<file path="config.mk">
export PLATFORM = sky130hd
export DESIGN_NAME = sci_flag_reg
export DESIGN_NICKNAME = d
export VERILOG_FILES = /design/src/rtl/sci_flag_pkg.sv /design/src/rtl/sci_flag_dec.sv /design/src/rtl/sci_clr_flag.sv /design/src/rtl/sci_aux_bits.sv /design/src/rtl/sci_flag_reg.sv
export SDC_FILE = /design/constraint.sdc
export NUM_CORES = 1
export LEC_CHECK = 0
export BUFFER_PORTS_ARGS = -buffer_cell sky130_fd_sc_hd__buf_2
export CORE_ASPECT_RATIO = 0.9
export CORE_MARGIN = 2
export CORE_UTILIZATION = 38
export DETAILED_ROUTE_END_ITERATION = 6
export GPL_ROUTABILITY_DRIVEN = 0
export PLACE_DENSITY = 0.74
export SLEW_MARGIN = 20
export SYNTH_ARGS = -nofsm -noshare
export SYNTH_HDL_FRONTEND = slang
export SYNTH_SLANG_ARGS = --single-unit
</file>
<file path="constraint.sdc">
create_clock -name clk -period 3.7 [get_ports clk]
set_clock_uncertainty 0.2 [all_clocks]
set_input_delay 1.11 -clock clk [delete_from_list [all_inputs] [get_ports clk]]
set_output_delay 1.11 -clock clk [all_outputs]
set_load 0.005 [all_outputs]
</file>
<file path="src/rtl/sci_flag_pkg.sv">
package sci_flag_pkg;

    localparam int REG_W    = 8;
    localparam int CLR_LO   = 3;
    localparam int CLR_HI   = 7;
    localparam int B_TXE    = 7;
    localparam int B_RXF    = 6;
    localparam int B_OVR    = 5;
    localparam int B_FRM    = 4;
    localparam int B_PAR    = 3;
    localparam int B_TEND   = 2;
    localparam int B_MPB    = 1;
    localparam int B_MPBT   = 0;
    localparam logic [REG_W-1:0] INIT_VAL = 8'h84;

    typedef struct packed {
        logic txe;
        logic rxf;
        logic ovr;
        logic frm;
        logic par;
        logic tend;
        logic mpb;
        logic mpbt;
    } stat_t;

    typedef struct packed {
        logic             rd_hit;
        logic             wr_hit;
        logic [REG_W-1:0] wdata;
    } bus_req_t;

    function automatic logic [REG_W-1:0] stat_pack(input stat_t s);
        return {s.txe, s.rxf, s.ovr, s.frm, s.par, s.tend, s.mpb, s.mpbt};
    endfunction

endpackage

</file>
<file path="src/rtl/sci_flag_dec.sv">
module sci_flag_dec
    import sci_flag_pkg::*;
#(
    parameter int ADDR_W = 4,
    parameter logic [ADDR_W-1:0] REG_ADDR = '0
) (
    input  logic [ADDR_W-1:0] addr_i,
    input  logic              rd_i,
    input  logic              wr_i,
    input  logic [REG_W-1:0]  wdata_i,
    input  logic [REG_W-1:0]  cur_i,
    output bus_req_t          req_o,
    output logic [REG_W-1:0]  rdata_o
);
    logic hit;

    always_comb begin
        hit          = (addr_i == REG_ADDR);
        req_o.rd_hit = hit & rd_i;
        req_o.wr_hit = hit & wr_i;
        req_o.wdata  = wdata_i;
        rdata_o      = req_o.rd_hit ? cur_i : '0;
    end
endmodule

</file>
<file path="src/rtl/sci_clr_flag.sv">
module sci_clr_flag #(
    parameter logic INIT = 1'b0
) (
    input  logic clk,
    input  logic rst,
    input  logic lowpwr_i,
    input  logic rd_hit_i,
    input  logic wr_hit_i,
    input  logic wbit_i,
    input  logic set_i,
    input  logic hold_i,
    input  logic hwclr_i,
    output logic flag_o,
    output logic clr_o
);
    logic flag_q, arm_q;
    logic flag_d, arm_d, clr_req;

    always_comb begin
        clr_req = (wr_hit_i & ~wbit_i & arm_q) | hwclr_i;
        if (set_i | hold_i)
            flag_d = 1'b1;
        else if (clr_req)
            flag_d = 1'b0;
        else
            flag_d = flag_q;
        if (wr_hit_i)
            arm_d = 1'b0;
        else if (rd_hit_i & flag_q)
            arm_d = 1'b1;
        else
            arm_d = arm_q;
        clr_o = flag_q & ~flag_d;
    end

    always_ff @(posedge clk) begin
        if (rst || lowpwr_i) begin
            flag_q <= INIT;
            arm_q  <= 1'b0;
        end else begin
            flag_q <= flag_d;
            arm_q  <= arm_d;
        end
    end

    assign flag_o = flag_q;
endmodule

</file>
<file path="src/rtl/sci_aux_bits.sv">
module sci_aux_bits
    import sci_flag_pkg::*;
(
    input  logic     clk,
    input  logic     rst,
    input  logic     lowpwr_i,
    input  bus_req_t req_i,
    input  logic     tx_end_i,
    input  logic     txe_clr_i,
    input  logic     rx_done_i,
    input  logic     rx_mpb_i,
    output logic     tend_o,
    output logic     mpb_o,
    output logic     mpbt_o
);
    logic tend_q, mpb_q, mpbt_q;

    always_ff @(posedge clk) begin
        if (rst || lowpwr_i) begin
            tend_q <= INIT_VAL[B_TEND];
            mpb_q  <= INIT_VAL[B_MPB];
            mpbt_q <= INIT_VAL[B_MPBT];
        end else begin
            if (tx_end_i)
                tend_q <= 1'b1;
            else if (txe_clr_i)
                tend_q <= 1'b0;
            if (rx_done_i)
                mpb_q <= rx_mpb_i;
            if (req_i.wr_hit)
                mpbt_q <= req_i.wdata[B_MPBT];
        end
    end

    assign tend_o = tend_q;
    assign mpb_o  = mpb_q;
    assign mpbt_o = mpbt_q;
endmodule

</file>
<file path="src/rtl/sci_flag_reg.sv">
module sci_flag_reg
    import sci_flag_pkg::*;
#(
    parameter int ADDR_W = 4,
    parameter logic [ADDR_W-1:0] REG_ADDR = 4'h4
) (
    input  logic              clk,
    input  logic              rst,
    input  logic              lowpwr_i,
    input  logic [ADDR_W-1:0] addr_i,
    input  logic              rd_i,
    input  logic              wr_i,
    input  logic [7:0]        wdata_i,
    output logic [7:0]        rdata_o,
    input  logic              tx_en_i,
    input  logic              tx_load_i,
    input  logic              dma_wr_i,
    input  logic              tx_end_i,
    input  logic              rx_full_i,
    input  logic              rx_ovr_i,
    input  logic              rx_frm_i,
    input  logic              rx_par_i,
    input  logic              rx_done_i,
    input  logic              rx_mpb_i,
    output logic [7:0]        flags_o
);
    bus_req_t         req;
    stat_t            st;
    logic [REG_W-1:0] cur;
    logic [REG_W-1:0] set_v, hold_v, hwclr_v, flag_v, clr_v;

    assign cur = stat_pack(st);

    sci_flag_dec #(.ADDR_W(ADDR_W), .REG_ADDR(REG_ADDR)) u_dec (
        .addr_i (addr_i),
        .rd_i   (rd_i),
        .wr_i   (wr_i),
        .wdata_i(wdata_i),
        .cur_i  (cur),
        .req_o  (req),
        .rdata_o(rdata_o)
    );

    always_comb begin
        set_v          = '0;
        hold_v         = '0;
        hwclr_v        = '0;
        set_v[B_TXE]   = tx_load_i;
        hold_v[B_TXE]  = ~tx_en_i;
        hwclr_v[B_TXE] = dma_wr_i;
        set_v[B_RXF]   = rx_full_i;
        set_v[B_OVR]   = rx_ovr_i;
        set_v[B_FRM]   = rx_frm_i;
        set_v[B_PAR]   = rx_par_i;
    end

    for (genvar g = 0; g < REG_W; g++) begin : g_bit
        if (g >= CLR_LO && g <= CLR_HI) begin : g_clr
            sci_clr_flag #(.INIT(INIT_VAL[g])) u_flag (
                .clk     (clk),
                .rst     (rst),
                .lowpwr_i(lowpwr_i),
                .rd_hit_i(req.rd_hit),
                .wr_hit_i(req.wr_hit),
                .wbit_i  (req.wdata[g]),
                .set_i   (set_v[g]),
                .hold_i  (hold_v[g]),
                .hwclr_i (hwclr_v[g]),
                .flag_o  (flag_v[g]),
                .clr_o   (clr_v[g])
            );
        end else begin : g_none
            assign flag_v[g] = 1'b0;
            assign clr_v[g]  = 1'b0;
        end
    end

    sci_aux_bits u_aux (
        .clk      (clk),
        .rst      (rst),
        .lowpwr_i (lowpwr_i),
        .req_i    (req),
        .tx_end_i (tx_end_i),
        .txe_clr_i(clr_v[B_TXE]),
        .rx_done_i(rx_done_i),
        .rx_mpb_i (rx_mpb_i),
        .tend_o   (st.tend),
        .mpb_o    (st.mpb),
        .mpbt_o   (st.mpbt)
    );

    assign st.txe = flag_v[B_TXE];
    assign st.rxf = flag_v[B_RXF];
    assign st.ovr = flag_v[B_OVR];
    assign st.frm = flag_v[B_FRM];
    assign st.par = flag_v[B_PAR];

    assign flags_o = cur;
endmodule

</file>
Yosys cells after proc, flatten, opt, wreduce, memory -nomap -nowiden --
Index checks and enable logic that the tools add are counted. W data, S select, Z words.
Word-level totals: memories 0, output and inout port bits 16, flip-flop bits (word level) 13, bits in writable memories 0, latch bits 0, logic and storage cells 59, bits in read-only memories 0, bits of input ports 27
Cells by class: reductions and logical operators 7, div/mod/pow operators 0, add/subtract/negate cells 0, multiplexer cells 11, bitwise logic cells 27, shift-type cells 0, $lt $le $gt $ge 0, multipliers 0, equality and inequality tests 1
Operator list (number):
- $and A1 B1 Y1 | 18
- $mux W1 | 10
- $mux W8 | 1
- $reduce_bool A2 Y1 | 4
- $not A1 Y1 | 7
- $eq A4 B3 Y1 const B | 1
- $reduce_or A2 Y1 | 2
- $or A1 B1 Y1 | 2
- $logic_or A1 B1 Y1 | 1

Depth between registers and ports, before layout --
Gate-level depths: netlist of the first run.
depth after elaboration 9, mapped depth 4, depth with buffers taken out 3

By module --
Synthesis of the first run repeated with hierarchy kept, for this count alone.
Second synthesis, totals: cell total of the unflattened synthesis 88, area total of the unflattened synthesis 739.5 um^2
By module, submodules not included:
- sci_clr_flag at g_bit[3].g_clr.u_flag ... | area an instance 92.6 um^2, seq. area each 40.0 um^2, cells an instance 9, times used 4
- sci_flag_dec | area an instance 160.2 um^2, seq. area each 0.0 um^2, cells an instance 31, times used 1
- sci_aux_bits | area an instance 103.8 um^2, seq. area each 60.1 um^2, cells an instance 9, times used 1
- sci_clr_flag at g_bit[7].g_clr.u_flag | area an instance 97.6 um^2, seq. area each 40.0 um^2, cells an instance 10, times used 1
- sci_flag_reg | area an instance 7.5 um^2, seq. area each 0.0 um^2, cells an instance 2, times used 1

Worst setup path after synthesis of the first run --
No wires, ideal clock.
kind input port to output port, start point in addr_i[1], end point out rdata_o[3], setup slack 0.629 ns, required time 2.390 ns, path buffers 1, data arrival time 1.761 ns, stages 3, cells stage by stage nor4b_2 buf_4 and3_4
On the way: longest elaborated chain between the ends 3
RTL lines:
- from (decl) | RTL line sci_flag_reg.sv:10 | input logic [ADDR_W-1:0] addr_i,
- $eq A4 B3 Y1 | RTL line sci_flag_dec.sv:18 | hit = (addr_i == REG_ADDR);
- $and A1 B1 Y1 | RTL line sci_flag_dec.sv:19 | req_o.rd_hit = hit & rd_i;
- $mux W8 | RTL line sci_flag_dec.sv:22 | rdata_o = req_o.rd_hit ? cur_i : '0;
- to (decl) | RTL line sci_flag_reg.sv:14 | output logic [7:0] rdata_o,
Every way passes these cells.

Worst setup path in the final report of the first run --
start point in addr_i[1], end point out rdata_o[4]
The elaborated chain is that of the path after synthesis.

==> out/qor.yml, run 1 <==
peakVddDrop_mv: 0.185
nets: 130
grt_use_total: 0.177
finalMaxSlewViolations: 0
grt_pass1_vias: 579
cts_buffers: 3
insertion_delay_ps: 270
synth-seq-cells: 13
io_pins: 43
drc_errors: 0
netlist_instances: 66
reg2regPathDepth: 3
period_share: 0.891
area_growth_pct: 30.4
cp_common_cell: "buf_2"
dp_cells: 122
post-cts-setup-buffers: 0
postRouteAntennaNets: 0
tightest_slew_ps: 404
slowest_stage: "nor4b_2"
crit_chain: "buf_2, nor4b_2, buf_4, and3_4, buf_2"
path_class: "in -> out"
synth_edf_count: 0
cp_data_arrival_time_ps: 1990
top_layer_used: "met4"
ctsHoldBuffers: 0
firstDrtPassIters: 4
core_area_um2: 1630
overflow: 0
internal_power_w: 0.000201
met2WireLength_um: 753
antenna_found_initial: 0
cp-end-kind: "primary output"
syn-num-nets: 93
dieHeight_um: 43.1
period_needed_ps: 3300
netlist_area_um2: 646
min_to: "u_aux.mpbt_o"
hold_class: "reg -> reg"
combPwrFrac: 0.119
cts_tree: "yes"
critPathTopFamily: "simple AND/OR/NAND/NOR gates"
drv_cap: 0
whs_ps: 262
synth_warnings: 0
swShare: 0.237
p_switching_w: 0.0000626
fillerInstances: 167
port_buffers: 40
status: "finished clean"
synth_ff_type: "dfxtp_1"
root_buffer: "clkbuf_4"
grt_max_degree: 12
cts_resized: 0
cp.required_ps: 2390
synth_cell_types: 22
timing.rr.start: "g_bit[7].g_clr.u_flag.flag_o"
hold_viol_final: 0
p_leak_nw: 0.399
clockPowerShare: 0.332
r2r_slack_ps: 2440
async_flop_share: 0
clk_path_buf_depth: 2
whs_path_depth: 2
die_x_um: 47.5
wl_per_cell_um: 12.5
dieArea_um2: 2050
placed_cell_area_um2: 816
dr_wl_met3_um: 119
vias: 614
rsz0062_at_grt: "false"
initial_core_util: 0.396
timing.fmax_mhz: 303
cp-start-kind: "primary input"
setup_viol: 0
clock-sinks: 13
seqPwrFrac: 0.549
avgSynthCellArea_um2: 9.78
r2r-end: "u_aux.tend_o"
clk_pin_slew_ps: 80
wl_um: 1570
dp_hpwl_um: 1230
totalPowerFinal_w: 0.000264
yosysSeqAreaShare: 0.403
vias_per_cell: 4.87
wl_met1_um: 667
stdcell_count: 126
power_density_nw_per_um2: 313
htreeDepth: 1
diodes: 0
cpPeakStageDelay_ps: 250
timing.slew.headroom: 0.730
path_buf_inv: 3
holdCritStartpoint: "u_aux.mpbt_o"
grt_pass1_wl_um: 2440
cp.depth: 5
drive_gt1_frac: 0.510
dr.first_iter.drc_count: 4
fin_area_um2: 842
worstPathMaxFanout: 11
rows: 14
fin_tns_setup_ps: 0
-- area by class of cell --
type | count | area, um^2 | share of cell area
clock buffers | 4 | 26.3 | 0.0312
well taps | 24 | 30.0 | 0.0357
flip-flops and latches | 13 | 260 | 0.309
multi-input cells | 44 | 318 | 0.377
repair buffers | 41 | 208 | 0.247
-- per-layer routing --
metal | global-route usage | vias to the layer above
met5 | 0 | -
met4 | 0.0889 | 0
met3 | 0.0809 | 4
met2 | 0.270 | 27
met1 | 0.199 | 273
li1 | - | 310
-- placed cells by master (no fill, tap or decap), types with 3 or more instances in the layout --
| cell type | n |
|---|---|
| buf_2 | 40 |
| a21oi_1 | 4 |
| o21ai_1 | 3 |
| nor3b_1 | 4 |
| o21ai_0 | 4 |
| clkbuf_4 | 3 |
| and3_4 | 5 |
| and3_1 | 3 |
| o21a_1 | 5 |
| dfxtp_1 | 13 |
-- worst max path at each step --
stage	startpoint	end	slack (ps)
after floorplan	addr_i[1]	rdata_o[3]	630
final	addr_i[1]	rdata_o[4]	400
after CTS	addr_i[1]	rdata_o[4]	390
after detailed placement	addr_i[1]	rdata_o[4]	400
after global routing	addr_i[1]	rdata_o[3]	350
after global placement	addr_i[1]	rdata_o[7]	410
-- state kept, by name (all words and copies together) (netlist names) --
name	count
g_bit.g_clr.u_flag.arm_q	5
g_bit.g_clr.u_flag.flag_o	5
u_aux.mpb_o	1
u_aux.mpbt_o	1
u_aux.tend_o	1
-- stage by stage --
step	worst slack, ps	utilization
finish	403	0.517
global route	354	0.517
CTS	391	0.517
detailed placement	398	0.501
global placement	406	0.501
floorplan	629	-
-- worst reg2reg max path: stages (launching register included) --
cell and delay, ps:
dfxtp_1 380, nand3b_1 90, a2111oi_0 390, nand2_1 90
-- power groups by stage --
stage / registers [W] / logic, W / clock network, W
6_report: 0.000145 / 0.0000315 / 0.0000875
5_1_grt: 0.000145 / 0.0000350 / 0.0000977
4_1_cts: 0.000145 / 0.0000319 / 0.0000923
3_5_place_dp: 0.000148 / 0.0000317 / 0
3_3_place_gp: 0.000148 / 0.0000308 / 0
2_1_floorplan: 0.000148 / 0.0000139 / 0
-- Yosys cell counts, types with 2 or more instances --
cell type  count  share of area
dfxtp_1       13           0.40
buf_4          9           0.10
and3_4         5          0.087
o21a_1         5          0.058
a21oi_1        4          0.031
nor3b_1        4          0.047
o21ai_0        4          0.031
and3_1         3          0.029
o21ai_1        3          0.023
nand2_1        2          0.012
nand3b_1       2          0.023
nor2b_1        2          0.019
-- logic make-up after synthesis --
kind of cell | share of synthesized area
AOI/OAI and AO/OA | 0.169
muxes | 0.0155
buffers and inverters | 0.105
DFF | 0.403
and+or+nand+nor | 0.308
(Power assumes the default switching activity.)
==> inputs of run 2 (changes only) <==
--- a/config.mk
+++ b/config.mk
@@ -5,13 +5,14 @@
 export SDC_FILE = /design/constraint.sdc
 export NUM_CORES = 1
 export LEC_CHECK = 0
+export ABC_AREA = 1
 export BUFFER_PORTS_ARGS = -buffer_cell sky130_fd_sc_hd__buf_2
 export CORE_ASPECT_RATIO = 0.9
 export CORE_MARGIN = 2
-export CORE_UTILIZATION = 38
+export CORE_UTILIZATION = 43
 export DETAILED_ROUTE_END_ITERATION = 6
 export GPL_ROUTABILITY_DRIVEN = 0
-export PLACE_DENSITY = 0.74
+export PLACE_DENSITY = 0.82
 export SLEW_MARGIN = 20
 export SYNTH_ARGS = -nofsm -noshare
 export SYNTH_HDL_FRONTEND = slang
==> run 2 against run 1 <==
Core utilization is 6.8 points higher. Worst hold slack gained 5.5 ps. Global-route usage down 0.23 points. Cell count is 19% higher. Clock-buffer cell count did not move. Routed wire length is 9.7% lower. Die area decreased by 11%. Register-to-register slack better by 170 ps. Largest cell class is now sequential cells.
==> out/qor.yml, run 2 <==
r2r_slack_ps: 2610  # was 2440 ps
yosys-top-cells-count: "25 x inv_1, 20 x nand2_1, 14 x nor2_1, 13 x dfxtp_1, 11 x a21oi_1"  # was 13 x dfxtp_1, 9 x buf_4, 5 x and3_4, 5 x o21a_1
nets: 163  # was 130
rsz0062_at_grt: "false"  # unchanged
dieHeight_um: 40.7  # was 43.1 um
synthTopCellsByArea: "dfxtp_1 40%, inv_1 15%, nand2_1 12%, buf_4 9.3%, a21oi_1 8.6%"  # was dfxtp_1 40%, buf_4 10%, and3_4 8.7%, o21a_1 5.8%, nor3b_1 4.7%
yosysTopAreaCellShare: 0.405  # was 0.403
path_buf_inv: 4  # was 3
drv_cap: 0  # unchanged
cp_data_arrival_time_ps: 1930  # was 1990 ps
cts_resized: 0  # unchanged
synth_compound_area_frac: 0.0934  # was 0.169
grt_pass1_wl_um: 2160  # was 2440 um
post-cts-setup-buffers: 0  # unchanged
cpPeakStageDelay_ps: 180  # was 250 ps
holdCritStartpoint: "g_bit[7].g_clr.u_flag.arm_q"  # was u_aux.mpbt_o
io_pins: 43  # unchanged
period_share: 0.876  # was 0.891
wl_met1_um: 598  # was 667 um
dieArea_um2: 1820  # was 2050 um^2
period_needed_ps: 3240  # was 3300 ps
netlist_instances: 99  # was 66
wl_um: 1420  # was 1570 um
totalPowerFinal_w: 0.000263  # was 0.000264 W
die_x_um: 44.8  # was 47.5 um
wl_per_cell_um: 9.46  # was 12.5 um
synth_warnings: 0  # unchanged
overflow: 0  # unchanged
grt_use_total: 0.174  # was 0.177
core_area_um2: 1420  # was 1630 um^2
status: "finished clean"  # unchanged
dr.first_iter.drc_count: 9  # was 4
diodes: 0  # unchanged
crit_start: "addr_i[3]"  # was addr_i[1]
hold_class: "reg -> reg"  # unchanged
slowest_stage: "nor2_4"  # was nor4b_2
grt_pass1_vias: 577  # was 579
timing.slew.headroom: 0.826  # was 0.730
synth_cell_types: 11  # was 22
synth_edf_count: 0  # unchanged
timing.rr.start: "g_bit[7].g_clr.u_flag.arm_q"  # was g_bit[7].g_clr.u_flag.flag_o
dp_hpwl_um: 1170  # was 1230 um
hold_viol_final: 0  # unchanged
clk_pin_slew_ps: 80  # about the same
synth_adder_area_share: 0  # unchanged
initial_core_util: 0.454  # was 0.396
netlist_area_um2: 643  # was 646 um^2
postRouteAntennaNets: 0  # unchanged
met2WireLength_um: 730  # was 753 um
dr_wl_met3_um: 71  # was 119 um
top_layer_used: "met4"  # unchanged
finalMaxSlewViolations: 0  # unchanged
path_class: "in -> out"  # unchanged
fin_tns_setup_ps: 0  # unchanged
worstPathMaxFanout: 6  # was 11
drc_errors: 0  # unchanged
final_cell_mix: "40 x buf_2, 25 x inv_1, 20 x nand2_1"  # was 40 x buf_2, 13 x dfxtp_1, 5 x and3_4, 5 x o21a_1
vias_per_cell: 4.40  # was 4.87
timing.fmax_mhz: 309  # was 303 MHz
htreeDepth: 1  # unchanged
synth_xor_area_frac: 0  # unchanged
critPathTopFamily: "simple AND/OR/NAND/NOR gates"  # unchanged
synth-seq-cells: 13  # unchanged
vias: 660  # was 614
cp-start-kind: "primary input"  # unchanged
grt_max_degree: 8  # was 12
yosysMostFrequentCell: "inv_1"  # was dfxtp_1
clock-sinks: 13  # unchanged
rows: 13  # was 14
area_growth_pct: 28.8  # was 30.4%
cts_tree: "yes"  # unchanged
async_flop_share: 0  # unchanged
clk_path_buf_depth: 2  # unchanged
syn-num-nets: 126  # was 93
p_leak_nw: 0.498  # was 0.399 nW
cp-end-kind: "primary output"  # unchanged
cts_buffers: 3  # unchanged
firstDrtPassIters: 4  # unchanged
tightest_slew_ps: 259  # was 404 ps
antenna_found_initial: 0  # unchanged
synth_top_area_cell: "dfxtp_1"  # unchanged
cp.required_ps: 2390  # about the same
yosys.area_share.simple: 0.257  # was 0.308
final_common_cell: "buf_2"  # unchanged
setup_viol: 0  # unchanged
peakVddDrop_mv: 0.219  # was 0.185 mV
avgSynthCellArea_um2: 6.50  # was 9.78 um^2
crit_chain: "buf_2, inv_1, nand4_1, nor2_4, inv_1, nor2_1, buf_2"  # was buf_2, nor4b_2, buf_4, and3_4, buf_2
synth_ff_type: "dfxtp_1"  # unchanged
drive_gt1_frac: 0.333  # was 0.510
synth_top_family_by_area: "simple AND/OR/NAND/NOR gates"  # unchanged
ctsHoldBuffers: 0  # unchanged
power_density_nw_per_um2: 318  # was 313 nW/um^2
fillerInstances: 154  # was 167
port_buffers: 40  # unchanged
insertion_delay_ps: 270  # about the same
yosysSeqAreaShare: 0.405  # was 0.403
synth.area.mux_share: 0  # was 0.0155
stdcell_count: 150  # was 126
dp_cells: 146  # was 122
root_buffer: "clkbuf_4"  # unchanged
==> run 2: cell types whose count changed after synthesis, sizes merged, moves of 5 or more <==
cell | previous run | this run
inv | 0 | 26
nand2 | 2 | 20
nor2 | 1 | 15
and3 | 8 | 0
a21oi | 4 | 11
o21ai | 7 | 1
o21a | 5 | 0
==> run 2: stage by stage <==
| stage | hold slack, ps | util | setup slack [ps] | area [um^2] |
|---|---|---|---|---|
| floorplan | 236 | - | 779 | 643 |
| global placement | 245 | 0.567 | 513 | 802 |
| detailed placement | 258 | 0.567 | 459 | 802 |
| CTS | 271 | 0.585 | 458 | 828 |
| global route | 277 | 0.585 | 387 | 828 |
| finish | 268 | 0.585 | 460 | 828 |
==> run 2: cell families after synthesis <==
logic type             Yosys count
AOI/OAI and AO/OA               12
DFF                             13
and+or+nand+nor                 40
buffers and inverters           34
==> run 2: report_power, final <==
group          internal (W)  switching [W]
clock             0.0000418      0.0000473
combinational     0.0000153      0.0000144
sequential         0.000143     0.00000182
total              0.000200      0.0000635
==> run 2: final timing paths <==
kind / end / cells after the start
worst max-delay path: rdata_o[0] / 7
worst max register to register: u_aux.tend_o / 7
worst min register to register: g_bit[7].g_clr.u_flag.arm_q / 2
worst min-delay path: g_bit[7].g_clr.u_flag.arm_q / 2
==> run 2: final cells by class <==
type                            instances  area, um^2  share of cell area
Timing Repair Buffer                   40         200               0.242
Multi-Input combinational cell         52         225               0.272
Sequential cell                        13         260               0.314
Tap cell                               15        18.8              0.0227
Clock buffer                            4        26.3              0.0317
Inverter                               26        97.6               0.118
==> run 2: worst min-delay path, stage by stage, from the launching register on <==
cell,delay [ps]
dfxtp_1,310
inv_1,60
a21oi_1,60
==> run 2: metal layers <==
layer	vias up	track usage
met5	-	0
met2	21	0.297
li1	355	-
met1	282	0.201
met3	2	0.0529
met4	0	0.0909
==> inputs of run 3 (changes only) <==
--- a/config.mk
+++ b/config.mk
@@ -9,11 +9,12 @@
 export BUFFER_PORTS_ARGS = -buffer_cell sky130_fd_sc_hd__buf_2
 export CORE_ASPECT_RATIO = 0.9
 export CORE_MARGIN = 2
-export CORE_UTILIZATION = 43
+export CORE_UTILIZATION = 46
 export DETAILED_ROUTE_END_ITERATION = 6
 export GPL_ROUTABILITY_DRIVEN = 0
-export PLACE_DENSITY = 0.82
+export PLACE_DENSITY = 0.88
 export SLEW_MARGIN = 20
 export SYNTH_ARGS = -nofsm -noshare
 export SYNTH_HDL_FRONTEND = slang
+export SYNTH_HIERARCHICAL = 1
 export SYNTH_SLANG_ARGS = --single-unit
==> run 3 against run 2 <==
Via count rose by 13%. Clock-buffer cell count did not move. Clock power fell by 3.8%. First-iteration DRC count fell by 44%. Worst setup slack improved by 170 ps. Design area rose by 17%. Global-route usage rose by 1.4 points. Critical path depth fell by 2. Core utilization rose by 7.1 points. Sequential power barely moved. Die area rose by 6.4%. Synthesized cell count rose by 10%.
==> out/qor.yml, run 3 <==
drv_cap: 0  # unchanged
period_share: 0.831  # was 0.876
port_buffers: 40  # unchanged
die_x_um: 46.2  # was 44.8 um
clk_pin_slew_ps: 70  # was 80 ps
setup_viol: 0  # unchanged
final_cell_mix: "40 x buf_2, 24 x inv_1, 23 x nor2_1"  # was 40 x buf_2, 25 x inv_1, 20 x nand2_1
hold_class: "reg -> reg"  # unchanged
hold_viol_final: 0  # unchanged
drc_errors: 0  # unchanged
post-cts-setup-buffers: 0  # unchanged
critPathTopFamily: "simple AND/OR/NAND/NOR gates"  # unchanged
cp_data_arrival_time_ps: 1760  # was 1930 ps
grt_max_degree: 13  # was 8
core_area_um2: 1480  # was 1420 um^2
status: "finished clean"  # unchanged
grt_use_total: 0.188  # was 0.174
r2r-end: "u_aux/tend_o"  # was u_aux.tend_o
worstPathMaxFanout: 9  # was 6
cp_common_cell: "buf_2"
holdCritStartpoint: "u_aux/mpbt_o"  # was g_bit[7].g_clr.u_flag.arm_q
htreeDepth: 1  # unchanged
drive_gt1_frac: 0.344  # was 0.333
whs_path_depth: 2  # unchanged
timing.fmax_mhz: 325  # was 309 MHz
nets: 182  # was 163
ctsHoldBuffers: 0  # unchanged
path_buf_inv: 2  # was 4
diodes: 0  # unchanged
grt_pass1_vias: 706  # was 577
final_common_cell: "buf_2"  # unchanged
p_leak_nw: 0.540  # was 0.498 nW
wl_per_cell_um: 8.80  # was 9.46 um
clock-sinks: 13  # unchanged
fin_util: 0.657  # was 0.585
wl_um: 1550  # was 1420 um
netlist_area_um2: 737  # was 643 um^2
fillerInstances: 144  # was 154
rows: 13  # unchanged
root_buffer: "clkbuf_4"  # unchanged
io_pins: 43  # unchanged
dieArea_um2: 1940  # was 1820 um^2
finalMaxSlewViolations: 0  # unchanged
dr.first_iter.drc_count: 5  # was 9
antenna_found_initial: 0  # unchanged
period_needed_ps: 3070  # was 3240 ps
pre_cts_ws_ps: 599  # was 459 ps
r2r_slack_ps: 2560  # was 2610 ps
overflow: 0  # unchanged
dp_hpwl_um: 1220  # was 1170 um
peakVddDrop_mv: 0.172  # was 0.219 mV
postRouteAntennaNets: 0  # unchanged
insertion_delay_ps: 270  # about the same
cp-end-kind: "primary output"  # unchanged
cp-start-kind: "primary input"  # unchanged
rsz0062_at_grt: "false"  # unchanged
clk_path_buf_depth: 2  # unchanged
cp.depth: 5  # was 7
power_density_nw_per_um2: 279  # was 318 nW/um^2
cts_tree: "yes"  # unchanged
timing.rr.start: "g_bit[7].g_clr.u_flag/flag_o"  # was g_bit[7].g_clr.u_flag.arm_q
fin_tns_setup_ps: 0  # unchanged
crit_chain: "buf_2, nor2_2, nand3_4, nor2_1, buf_2"  # was buf_2, inv_1, nand4_1, nor2_4, inv_1, nor2_1, buf_2
cp.required_ps: 2390  # about the same
synth_warnings: 6  # was 0
timing.final.ws_setup_ps: 625  # was 460 ps
slowest_stage: "nand3_4"  # was nor2_4
min_to: "u_aux/mpbt_o"  # was g_bit[7].g_clr.u_flag.arm_q
path_class: "in -> out"  # unchanged
vias_per_cell: 4.22  # was 4.40
vias: 743  # was 660
grt_pass1_wl_um: 2640  # was 2160 um
dieHeight_um: 42.0  # was 40.7 um
cts_buffers: 3  # unchanged
avgSynthCellArea_um2: 6.76  # was 6.50 um^2
area_growth_pct: 31.9  # was 28.8%
reg2regPathDepth: 8  # was 7
firstDrtPassIters: 4  # unchanged
netlist_instances: 109  # was 99
initial_core_util: 0.498  # was 0.454
cpPeakStageDelay_ps: 160  # was 180 ps
cts_resized: 0  # unchanged
==> run 3: worst max path at each step <==
stage / slack [ps] / end / start
floorplan: 900 / rdata_o[0] / addr_i[2]
global placement: 650 / rdata_o[3] / addr_i[0]
detailed placement: 600 / rdata_o[3] / addr_i[0]
CTS: 610 / rdata_o[3] / addr_i[0]
global route: 550 / rdata_o[6] / addr_i[0]
finish: 630 / rdata_o[3] / addr_i[0]
==> run 3: layout make-up <==
| class | count | area, um^2 | area share |
|---|---|---|---|
| Clock buffer | 4 | 26.3 | 0.0270 |
| Timing Repair Buffer | 40 | 200 | 0.206 |
| Inverter | 24 | 90.1 | 0.0927 |
| Tap cell | 22 | 27.5 | 0.0283 |
| Sequential cell | 13 | 260 | 0.268 |
| Multi-Input combinational cell | 73 | 368 | 0.378 |
==> run 3: per-stage QoR <==
step	power, W	hold WS (ps)	std cells	cell area [um^2]
after detailed placement	0.000189	294	172	946
after CTS	0.000277	305	176	972
after global placement	0.000187	277	172	946
after floorplan	0.000173	268	116	763
final	0.000271	305	176	972
after global routing	0.000288	324	176	972
==> run 3: report_power, final <==
group	internal, W	switching [W]	leakage (nW)	total [W]
registers	0.000143	0.00000292	0.106	0.000146
logic	0.0000193	0.0000200	0.419	0.0000394
clock network	0.0000417	0.0000439	0.0150	0.0000857
==> run 3: tightest hold or removal path, cell delays in order, from the launching register on <==
cell	delay, ps
dfxtp_1	320
nor2_1	100
nor2_1	50
==> run 3: layer usage <==
metal	vias to the layer above	wire (um)	GRT usage
met5	-	0	0
met4	0	0	0.109
met3	0	109	0.0474
met2	29	757	0.319
met1	313	682	0.200
li1	401	-	-
